## src/rtl/code_lock_fsm.sv

```systemverilog
module code_lock_fsm #(
  parameter int          KEY_W = 2,
  parameter logic [KEY_W-1:0] KEY_A = 2'b10,
  parameter logic [KEY_W-1:0] KEY_B = 2'b11,
  parameter logic [KEY_W-1:0] KEY_C = 2'b01
) (
  input  logic             clk,
  input  logic             rst,
  input  logic [KEY_W-1:0] key_in,
  input  logic             key_vld,
  output logic [1:0]       step_o,
  output logic             unlocked_o
);

  localparam logic [1:0] S_IDLE = 2'b00;
  localparam logic [1:0] S_ONE  = 2'b01;
  localparam logic [1:0] S_TWO  = 2'b10;
  localparam logic [1:0] S_OPEN = 2'b11;

  logic [1:0] cur_q, nxt;

  always_comb begin
    nxt = cur_q;
    if (key_vld) begin
      case (cur_q)
        S_IDLE:  if (key_in == KEY_A) nxt = S_ONE;
        S_ONE:   if (key_in == KEY_B) nxt = S_TWO;
        S_TWO:   if (key_in == KEY_C) nxt = S_OPEN;
        default: nxt = cur_q;
      endcase
    end
  end

  always_ff @(posedge clk) begin
    if (rst) cur_q <= S_IDLE;
    else     cur_q <= nxt;
  end

  assign step_o     = cur_q;
  assign unlocked_o = (cur_q == S_OPEN);

endmodule

```

## config.mk

```make
export PLATFORM = sky130hd
export DESIGN_NAME = code_lock_fsm
export DESIGN_NICKNAME = d
export VERILOG_FILES = /design/src/rtl/code_lock_fsm.sv
export SDC_FILE = /design/constraint.sdc
export NUM_CORES = 1
export LEC_CHECK = 0
export BUFFER_PORTS_ARGS = -buffer_cell sky130_fd_sc_hd__buf_2
export CAP_MARGIN = 20
export CORE_AREA = 3 3 40 42
export DETAILED_ROUTE_END_ITERATION = 10
export DIE_AREA = 0 0 43 45
export PLACE_DENSITY = 0.37
export RECOVER_POWER = 50
export SETUP_SLACK_MARGIN = 0.15
export SKIP_LAST_GASP = 1
export SLEW_MARGIN = 20
export SYNTH_ARGS = -nofsm -noshare
export SYNTH_HDL_FRONTEND = slang
export SYNTH_SLANG_ARGS = --single-unit
```

## constraint.sdc

```tcl
create_clock -name clk -period 2.6 [get_ports clk]
set_input_delay 0.26 -clock clk [delete_from_list [all_inputs] [get_ports clk]]
set_output_delay 0.26 -clock clk [all_outputs]
set_load 0.02 [all_outputs]
```

# After elaboration in Yosys (flattened, before gate mapping)
# Cells that the tools add are included.
[totals] reg_bits=2 mem_count=0 input_bits=5 romBits=0 mem_bits_rw=0 latchBits=0 output_inout_bits=3
[op_classes] mul=0 n_shift=0 n_bitwise=0 muxes=4 n_reduce_logical=3 div=0 n_lt_le_gt_ge=0 eq_ne=9 add_sub_neg=0
[op_table] operator="equality test 2 bit, second input constant" count=4
[op_table] operator="two-way mux 2 bit" count=3
[op_table] operator="!= test 2 bit, second input constant" count=3
[op_table] operator="case mux 2 bit (3 select lines)" count=1
[op_table] operator="AND reduction 5 bit" count=1
[op_table] operator="equality test 2 x 1 -> 1 bit, second input constant" count=2
[op_table] operator="nonzero test 3 bit" count=1
[op_table] operator="logical NOT 2 bit" count=1

# Logic depth before layout (Yosys ltp)
# Gate-level depths: netlist of run 1.
[depth] depth_word=3 depth_mapped=6 mapped_depth_nobuf=6

# Least setup slack after synthesis of run 1
# Ideal clock, no wire load.
[synth_timing] path_kind="flip-flop to flip-flop" startpoint="register cur_q[0], in the netlist step_o[0]" endpoint="register cur_q[0], in the netlist step_o[0]" required_time_ps=2479 arrival_ps=1577 n_path_buf=0 slack_ps=901 synth_period_minus_slack_ps=1699 stages_incl_launch_ff=7 setup_ps=121 cell_sequence="dfxtp_1 inv_1 ha_1 nor2_1 nand2_1 a221oi_4 mux2_4"
[synth_via] elab_chain_len=3
[synth_lines] element="start, declared" line="20" source="logic [1:0] cur_q, nxt;"
[synth_lines] element="start signal, assigned" line="36" source="else cur_q <= nxt;"
[synth_lines] element="equality test 2 bit, or another cell as far along" line="25" source="case (cur_q)"
[synth_lines] element="!= test 2 bit (no line) or nonzero test 3 bit (tied branches)"
[synth_lines] element="AND reduction 5 bit (no line)"
# Several ways; a longest one is shown, not always the timed one.
# A chain may end at the register's enable or synchronous reset.

# Worst setup path in the final report of run 1
[layout_timing] startpoint="register cur_q[1], in the netlist step_o[1]" endpoint="register cur_q[0], in the netlist step_o[0]"
# Same word-level chain as after synthesis.

==> impl_metrics.json, run 1 <==
{
  "rsz0062_at_grt": "no",
  "gp_congestion": 0.751,
  "drcViolationCount": 0,
  "max_cap_violations": 0,
  "drtAntennaViolNets": 0,
  "numCtsBuffers": 3,
  "pre_cts_slack_ns": 0.934,
  "critical_path_class": "reg2reg",
  "postCtsHoldBufs": 0,
  "cts_root_buffer": "clkbuf_4",
  "seq_area_frac_synth_pct": 18.8,
  "period_share_pct": 63.8,
  "peakVddDrop_mv": 0.203,
  "hold_viol": 0,
  "num_rows": 13,
  "post_cts_buffers": 0,
  "routedWlPerCell_um": 8.09,
  "end_kind": "flop",
  "antenna_found_initial": 0,
  "layout_min_cycle_time_ns": 1.66,
  "yosysTopAreaCell": "ha_1",
  "required_ns": 2.70,
  "route.vias.total": 166,
  "cts-resized-gates": 0,
  "largest_reg_flops": 2,
  "cpLargestDelayFamily": "flip-flops",
  "drtIter0Drc": 1,
  "clk-insertion-delay-late_ns": 0.22,
  "final_layout_size_suffix_gt1_share_pct": 31.3,
  "ys_warn_count": 0,
  "clkSinkCount": 2,
  "synthesis.instances": 22,
  "synth.avg_cell_area_um2": 9.67,
  "powerDensity_nw_per_um2": 537,
  "viasPerCell": 3.53,
  "initial_utilization_pct": 16.6,
  "synth_seq_cells": 2,
  "fp.dieW_um": 43,
  "syn-num-nets": 32,
  "clk_pin_slew_ns": 0.03,
  "htree_levels": 1,
  "antenna_cells": 0,
  "wl_um": 380,
  "p_leak_uw": 0.000132,
  "synthTopCellsByArea": "ha_1 (29%), dfxtp_1 (19%), a221oi_4 (12%)",
  "hp-class": "in2reg",
  "synth_top_area_share_pct": 29.4,
  "first_pass_iters": 2,
  "cts_tree": "built",
  "grt_pass1_vias": 181,
  "crit_chain": "inv_1 > ha_1 > nor2_1 > nand2_1 > a221oi_4 > mux2_4",
  "slew_headroom_pct": 81.8,
  "ios": 8,
  "dieArea_um2": 1940,
  "arrival_ns": 1.76,
  "final_cell_mix": "ha_1 (5), buf_2 (5), nand2b_1 (4)",
  "fp.dieH_um": 45,
  "cpMaxStageDelayCell": "dfxtp_1",
  "slowest_delay_ns": 0.40,
  "tightest_slew_ns": 0.272,
  "place_hpwl_um": 319,
  "cp-start-kind": "flop",
  "finalSetupTns_ns": 0,
  "yosysUniqueCellTypes": 10,
  "worst-path-buf-inv": 1,
  "grt_max_degree": 6,
  "netlist_area_um2": 213,
  "timing.final.setup_violations": 0,
  "overflow": 0,
  "grt_first_pass_wirelength_um": 662,
  "core_um2": 1280,
  "finalNetCount": 44,
  "worstPathMaxFanout": 5,
  "clock_path_buffers": 2,
  "setup_slack_ns": 0.940,
  "grt_use_total_pct": 5.15,
  "fin_skew_ns": 0.000909,
  "portBuffers": 7,
  "finalMaxSlewViolations": 0,
  "synthToLayoutAreaGrowth_pct": 34.7,
  "status": "complete, no violations",
  "clock.fmax_mhz": 603
}
[routing by layer]
layer  global-route usage [%]  share of wire [%]
met5                        0                  0
met4                     9.04                  0
met3                     1.59                8.7
met2                     5.99                 42
met1                     5.49                 49
[path summary, 6_finish.rpt]
path	end	slack (ns)	startpoint	cells past startpoint
min reg2reg	step_o[1]	0.55	step_o[1]	2
max reg2reg	step_o[0]	0.94	step_o[1]	6
min	step_o[1]	0.36	rst	3
max	step_o[0]	0.94	step_o[1]	6
[area by class of cell]
cell class | instances | area (um^2)
fillers | 144 | 998
multi-input cells | 18 | 165
flip-flops and latches | 2 | 40.0
repair buffers | 7 | 32.5
clock buffers | 3 | 22.5
well taps | 15 | 18.8
inverters | 2 | 7.51
[cells in the mapped netlist, drive strengths merged]
cell type / number
nand2: 2
inv: 2
dfxtp: 2
mux2i: 1
nor2: 3
mux2: 1
nand2b: 4
a21o: 1
a221oi: 1
ha: 5
[cells by family after synthesis]
logic type               Yosys count  share of synthesized area [%]
AO/OA/AOI/OAI                      2                           15.9
AND/OR/NAND/NOR                    9                           20.6
adder cells (fa/ha/maj)            5                           29.4
multiplexers                       2                           11.8
buffers and inverters              2                           3.53
flip-flops                         2                           18.8
[worst min-delay path, cell delays in order]
cell and delay [ns]:
buf_2 0.11, nand2b_1 0.10, mux2i_1 0.06
[stage by stage]
stage / area [um^2] / utilization, % / hold slack [ns] / cells / power (uW)
final: 287 / 22.3 / 0.358 / 47 / 154
after global routing: 287 / 22.3 / 0.362 / 47 / 166
after CTS: 289 / 22.5 / 0.348 / 47 / 160
after detailed placement: 267 / 20.7 / 0.548 / 44 / 89.4
after global placement: 267 / 20.7 / 0.528 / 44 / 89.1
after floorplan: 213 / - / 0.440 / 22 / 76.5
[report_power, final]
| part | total (uW) | switching (uW) | internal (uW) |
|---|---|---|---|
| Sequential | 39.1 | 4.62 | 34.5 |
| Clock | 66.4 | 15.7 | 50.7 |
| Combinational | 48.3 | 25.3 | 23.0 |
Power figures use the tool's default switching activity.
==> run 2, diff against run 1 <==
==> constraint.sdc (replaced) <==
create_clock -name clk -period 1.7 [get_ports clk]
set_input_delay 0.17 -clock clk [delete_from_list [all_inputs] [get_ports clk]]
set_output_delay 0.17 -clock clk [all_outputs]
set_load 0.02 [all_outputs]
==> run 2 against run 1 <==
Net effect:
- combinational power increased by 89%
- fmax increased by 12%
- highest routed layer is now met4
- count of clock-buffer cells in the layout unchanged
- flip-flop and latch count unchanged
- total power increased by 68%
- final cell count increased by 4.3%
- worst setup slack got worse by 0.72 ns
- first-iteration DRC count increased to 4.0 times the previous value
- core utilization increased by 2.9 points
- sequential power increased by 57%
==> impl_metrics.json, run 2 (synthesized netlist as in run 1, its figures left out) <==
{
  "clock_path_buffers": 2,
  "wl_um": 423,
  "layout_commonest_cell": "buf_2",
  "power_uw": 258,
  "period_share_pct": 87.3,
  "tightest_slew_ns": 0.247,
  "drcViolationCount": 0,
  "worst-path-buf-inv": 1,
  "worstPathMaxFanout": 4,
  "rsz0062_at_grt": "no",
  "peakVddDrop_mv": 0.253,
  "clkSinkCount": 2,
  "final_cell_mix": "buf_2 (5), nand2b_1 (4), ha_1 (4)",
  "cts_tree": "built",
  "initial_utilization_pct": 16.6,
  "first_pass_iters": 4,
  "ios": 8,
  "postCtsHoldBufs": 0,
  "fp.dieW_um": 43,
  "grt_max_degree": 6,
  "finalSetupTns_ns": 0,
  "grt_first_pass_wirelength_um": 738,
  "fp.dieH_um": 45,
  "fin_skew_ns": 0.00262,
  "drtAntennaViolNets": 0,
  "overflow": 0,
  "num_rows": 13,
  "grt_pass1_vias": 173,
  "slew_headroom_pct": 83.6,
  "clockPowerShare_pct": 40.7,
  "htree_levels": 1,
  "intPower_uw": 179,
  "antenna_found_initial": 0,
  "powerDensity_nw_per_um2": 796,
  "cp-start-kind": "flop",
  "crit_chain": "inv_2 > ha_4 > nor2_1 > nand2_1 > a221oi_4 > mux2_4",
  "largest_reg_flops": 2,
  "dieArea_um2": 1940,
  "clock.fmax_mhz": 674,
  "portBuffers": 7,
  "place_hpwl_um": 331,
  "cpMaxStageDelayCell": "dfxtp_4",
  "clk-insertion-delay-late_ns": 0.23,
  "comb_power_share_pct": 35.4,
  "pre_cts_slack_ns": 0.132,
  "fill_cells": 142,
  "viasPerCell": 3.71,
  "timing.final.setup_violations": 0,
  "grt_use_total_pct": 5.99,
  "gp_congestion": 0.765,
  "routedWlPerCell_um": 8.63,
  "hold_viol": 0,
  "end_kind": "flop",
  "antenna_cells": 0,
  "hp-class": "in2reg",
  "numCtsBuffers": 3,
  "slowest_delay_ns": 0.36,
  "drtIter0Drc": 4,
  "p_leak_uw": 0.000146,
  "cpLargestDelayFamily": "flip-flops",
  "cts_root_buffer": "clkbuf_4",
  "setup_slack_ns": 0.216,
  "route.vias.total": 182,
  "arrival_ns": 1.59,
  "finalMaxSlewViolations": 0,
  "layout_min_cycle_time_ns": 1.48,
  "core_um2": 1280,
  "finalNetCount": 46,
  "required_ns": 1.81,
  "switchingPower_uw": 79.0,
  "final_layout_size_suffix_gt1_share_pct": 50.0,
  "post-route-util_pct": 25.2,
  "critical_path_class": "reg2reg",
  "synthToLayoutAreaGrowth_pct": 52.4,
  "status": "complete, no violations",
  "swShare_pct": 30.6,
  "power_frac_seq_pct": 23.8,
  "clk_pin_slew_ns": 0.03,
  "max_cap_violations": 0
}
[run 2: cell types whose count changed in the layout (fill, tap and decap cells not counted)]
cell,previous run,this run
dfxtp_1,2,0
inv_2,0,1
dfxtp_4,0,2
buf_4,0,2
inv_1,2,0
ha_4,0,1
ha_1,5,4
inv_4,0,1
[run 2: power by group through the flow]
stage | clock network, uW | logic, uW | registers (uW)
4_1_cts | 111 | 80.8 | 61.6
5_1_grt | 123 | 101 | 62.4
2_1_floorplan | 0 | 51.4 | 66.6
3_3_place_gp | 0 | 76.0 | 62.2
3_5_place_dp | 0 | 75.4 | 62.1
6_report | 105 | 91.4 | 61.5
[run 2: final timing paths]
check	start	end	slack, ns	cells after the start
max	step_o[0]	step_o[0]	0.22	6
min	rst	step_o[1]	0.25	3
max reg2reg	step_o[0]	step_o[0]	0.22	6
min reg2reg	step_o[1]	step_o[1]	0.53	2
[run 2: tightest hold or removal path: stages]
cell,delay [ns]
buf_2,0.10
nand2b_1,0.10
mux2i_1,0.06
[run 2: area by class of cell]
| type | instances | area (um^2) | area share, % |
|---|---|---|---|
| clock buffer | 3 | 22.5 | 6.95 |
| timing repair buffer | 9 | 47.5 | 14.7 |
| sequential | 2 | 47.5 | 14.7 |
| inverter | 2 | 10.0 | 3.09 |
| tap | 15 | 18.8 | 5.79 |
| multi-input combinational | 18 | 178 | 54.8 |
[run 2: timing repair]
action | 4_1_cts | 5_1_grt
resized for setup | 0 | 5
endpoints found under the setup margin | 1 | 2
setup buffers | 1 | 1
pin swaps | 1 | 3
[run 2: layer usage]
layer | global-route usage [%] | wire [um]
met5 | 0 | 0
met2 | 7.19 | 179
met3 | 7.17 | 59
met4 | 3.61 | 6
met1 | 5.76 | 178
[run 2: stage by stage]
step / instances / instance area, um^2 / hold WS [ns]
2_1_floorplan: 22 / 220 / 0.340
3_3_place_gp: 44 / 274 / 0.490
3_5_place_dp: 44 / 274 / 0.487
4_1_cts: 48 / 304 / 0.250
5_1_grt: 49 / 324 / 0.261
6_report: 49 / 324 / 0.250
==> run 3, diff against run 2 <==
--- a/config.mk
+++ b/config.mk
@@ -5,6 +5,7 @@
 export SDC_FILE = /design/constraint.sdc
 export NUM_CORES = 1
 export LEC_CHECK = 0
+export ABC_AREA = 1
 export BUFFER_PORTS_ARGS = -buffer_cell sky130_fd_sc_hd__buf_2
 export CAP_MARGIN = 20
 export CORE_AREA = 3 3 40 42
==> run 3 against run 2 <==
Net effect:
- first-iteration DRC count fell by 75%
- clock skew barely moved
- count of clock-buffer cells in the layout did not move
- highest routed layer is now met3
==> impl_metrics.json, run 3 <==
{
  "status": "complete, no violations",
  "drtIter0Drc": 1,
  "fp.dieH_um": 45,
  "hold_viol": 0,
  "comb_power_share_pct": 36.0,
  "layout_commonest_cell": "nand2_1",
  "reg2reg_depth": 6,
  "cpMaxStageDelayCell": "dfxtp_1",
  "intPower_uw": 169,
  "synth_edf_count": 0,
  "clock_path_buffers": 2,
  "end_kind": "flop",
  "critical_path_class": "reg2reg",
  "portBuffers": 7,
  "rsz0062_at_grt": "no",
  "switchingPower_uw": 97.0,
  "fill_cells": 155,
  "ios": 8,
  "hold_depth": 4,
  "max_cap_violations": 0,
  "gp_congestion": 0.705,
  "yosys-mux-area-fraction_pct": 0,
  "cp-start-kind": "flop",
  "wl_um": 452,
  "peakVddDrop_mv": 0.384,
  "powerDensity_nw_per_um2": 903,
  "synth.avg_cell_area_um2": 6.29,
  "viasPerCell": 3.75,
  "ys_warn_count": 0,
  "synth_seq_cells": 2,
  "hold_start": "rst",
  "synth_compound_area_share_pct": 2.27,
  "period_share_pct": 73.5,
  "yosysMostFrequentCell": "nand2_1",
  "synth_top_area_share_pct": 28.4,
  "slew_headroom_pct": 83.8,
  "synth-adder-area-share_pct": 28.4,
  "grt_use_total_pct": 6.23,
  "layout_min_cycle_time_ns": 1.25,
  "grt_max_degree": 7,
  "first_pass_iters": 2,
  "fin_skew_ns": 0.00255,
  "dieArea_um2": 1940,
  "yosysUniqueCellTypes": 9,
  "numCtsBuffers": 3,
  "core_um2": 1280,
  "clock.fmax_mhz": 801,
  "postCtsHoldBufs": 0,
  "synth-xor-area-share_pct": 0,
  "slowest_delay_ns": 0.42,
  "final_area_um2": 294,
  "required_ns": 1.81,
  "p_leak_uw": 0.000169,
  "post_cts_buffers": 0,
  "worstReg2RegStart": "step_o[0]",
  "routedWlPerCell_um": 7.53,
  "hp-class": "in2reg",
  "finalMaxSlewViolations": 0,
  "initial_utilization_pct": 17.1,
  "place_hpwl_um": 394,
  "antenna_cells": 0,
  "finalSetupTns_ns": 0,
  "regToRegSetupSlack_ns": 0.45,
  "drtAntennaViolNets": 0,
  "seq_area_frac_synth_pct": 18.2,
  "hold_end": "step_o[0]",
  "final_cell_mix": "nand2_1 (11), inv_1 (8), ha_1 (5), buf_2 (5), nor2_1 (4)",
  "overflow": 0,
  "dpl_cell_area_um2": 274,
  "worstPathMaxFanout": 6,
  "clk_pin_slew_ns": 0.03,
  "clkSinkCount": 2,
  "synthTopCellsByArea": "ha_1 (28%), nand2_1 (19%), dfxtp_1 (18%)",
  "finalNetCount": 57,
  "async_flop_share_pct": 0,
  "grt_pass1_vias": 213,
  "largest_reg_flops": 2,
  "synthesis.instances": 35,
  "synthSimpleGateAreaFrac_pct": 37.5,
  "tightest_slew_ns": 0.245,
  "grt_first_pass_wirelength_um": 786,
  "power_uw": 266,
  "htree_levels": 1,
  "crit_chain": "inv_1 > ha_1 > a21oi_1 > nand3_1 > nand2_1 > nor2_1",
  "clockPowerShare_pct": 38.7,
  "num_rows": 13,
  "timing.rr.end": "step_o[1]",
  "yosysTopAreaCell": "ha_1",
  "arrival_ns": 1.36,
  "netlist_area_um2": 220,
  "route.vias.total": 225,
  "synth_top_family_by_area": "simple AND/OR/NAND/NOR gates",
  "power_frac_seq_pct": 25.3,
  "swShare_pct": 36.5,
  "antenna_found_initial": 0,
  "cts_tree": "built",
  "fp.dieW_um": 43,
  "final_layout_size_suffix_gt1_share_pct": 22.2,
  "synth-main-ff-cell": "dfxtp_1",
  "drcViolationCount": 0,
  "cts-resized-gates": 0,
  "syn-num-nets": 45,
  "synthToLayoutAreaGrowth_pct": 33.5,
  "timing.final.setup_violations": 0,
  "cts_root_buffer": "clkbuf_4",
  "clk-insertion-delay-late_ns": 0.22,
  "synth_common_cells": "nand2_1 (11), inv_1 (8), ha_1 (5), nor2_1 (4)"
}
-- run 3: cell types whose count changed in the layout (fill, tap and decap cells not counted), sizes merged --
cell / change
nand2: +9
inv: +6
nand2b: -4
nand3: +3
buf: -2
nor2: +2
a21o: -1
a21oi: +1
a221oi: -1
mux2: -1
mux2i: -1
-- run 3: kinds of logic after synthesis --
kind of cell	Yosys count
and+or+nand+nor	19
buffers and inverters	8
adders and majority gates	5
DFF	2
AOI/OAI and AO/OA	1
-- run 3: layout make-up --
class | count | area, um^2 | area share, %
inverters | 8 | 30.0 | 10.2
well taps | 15 | 18.8 | 6.38
repair buffers | 7 | 32.5 | 11.1
clock buffers | 3 | 22.5 | 7.66
multi-input cells | 25 | 150 | 51.1
flip-flops and latches | 2 | 40.0 | 13.6
-- run 3: worst max-delay path by stage --
stage	slack [ns]	to	from	cells past startpoint
2_1_floorplan	0.41	step_o[0]	step_o[0]	7
4_1_cts	0.44	step_o[1]	step_o[0]	6
5_1_grt	0.29	step_o[1]	step_o[0]	6
6_report	0.45	step_o[1]	step_o[0]	6
3_5_place_dp	0.45	step_o[1]	step_o[0]	6
3_3_place_gp	0.49	step_o[1]	step_o[0]	6
-- run 3: power by group through the flow --
stage | Sequential [uW] | Clock, uW | Combinational, uW
after global placement | 66.5 | 0 | 102
after global routing | 69.1 | 121 | 114
after floorplan | 74.8 | 0 | 63.6
final | 67.2 | 103 | 95.6
after CTS | 67.4 | 108 | 100
after detailed placement | 68.0 | 0 | 99.9
-- run 3: routing by layer --
layer	vias up	share of wire (%)	GRT usage [%]
li1	124	-	-
met1	97	45	5.26
met2	4	54	9.58
met3	0	1.1	3.59
met4	0	0	7.23
met5	-	0	0
-- run 3: critical path: cells and delay by family (launching register included) --
family          cells  cell delay, ns
buf+inv             1            0.09
flops               1            0.42
compound gates      1            0.19
simple gates        3            0.23
fa+ha+maj           1            0.22
-- run 3: metrics by stage --
step	worst slack, ns	hold slack (ns)	std cells	util [%]
after floorplan	0.405	0.326	35	-
after global placement	0.486	0.423	57	21.3
after detailed placement	0.446	0.427	57	21.3
after CTS	0.435	0.191	60	23.1
after global routing	0.291	0.218	60	22.9
final	0.451	0.195	60	22.9
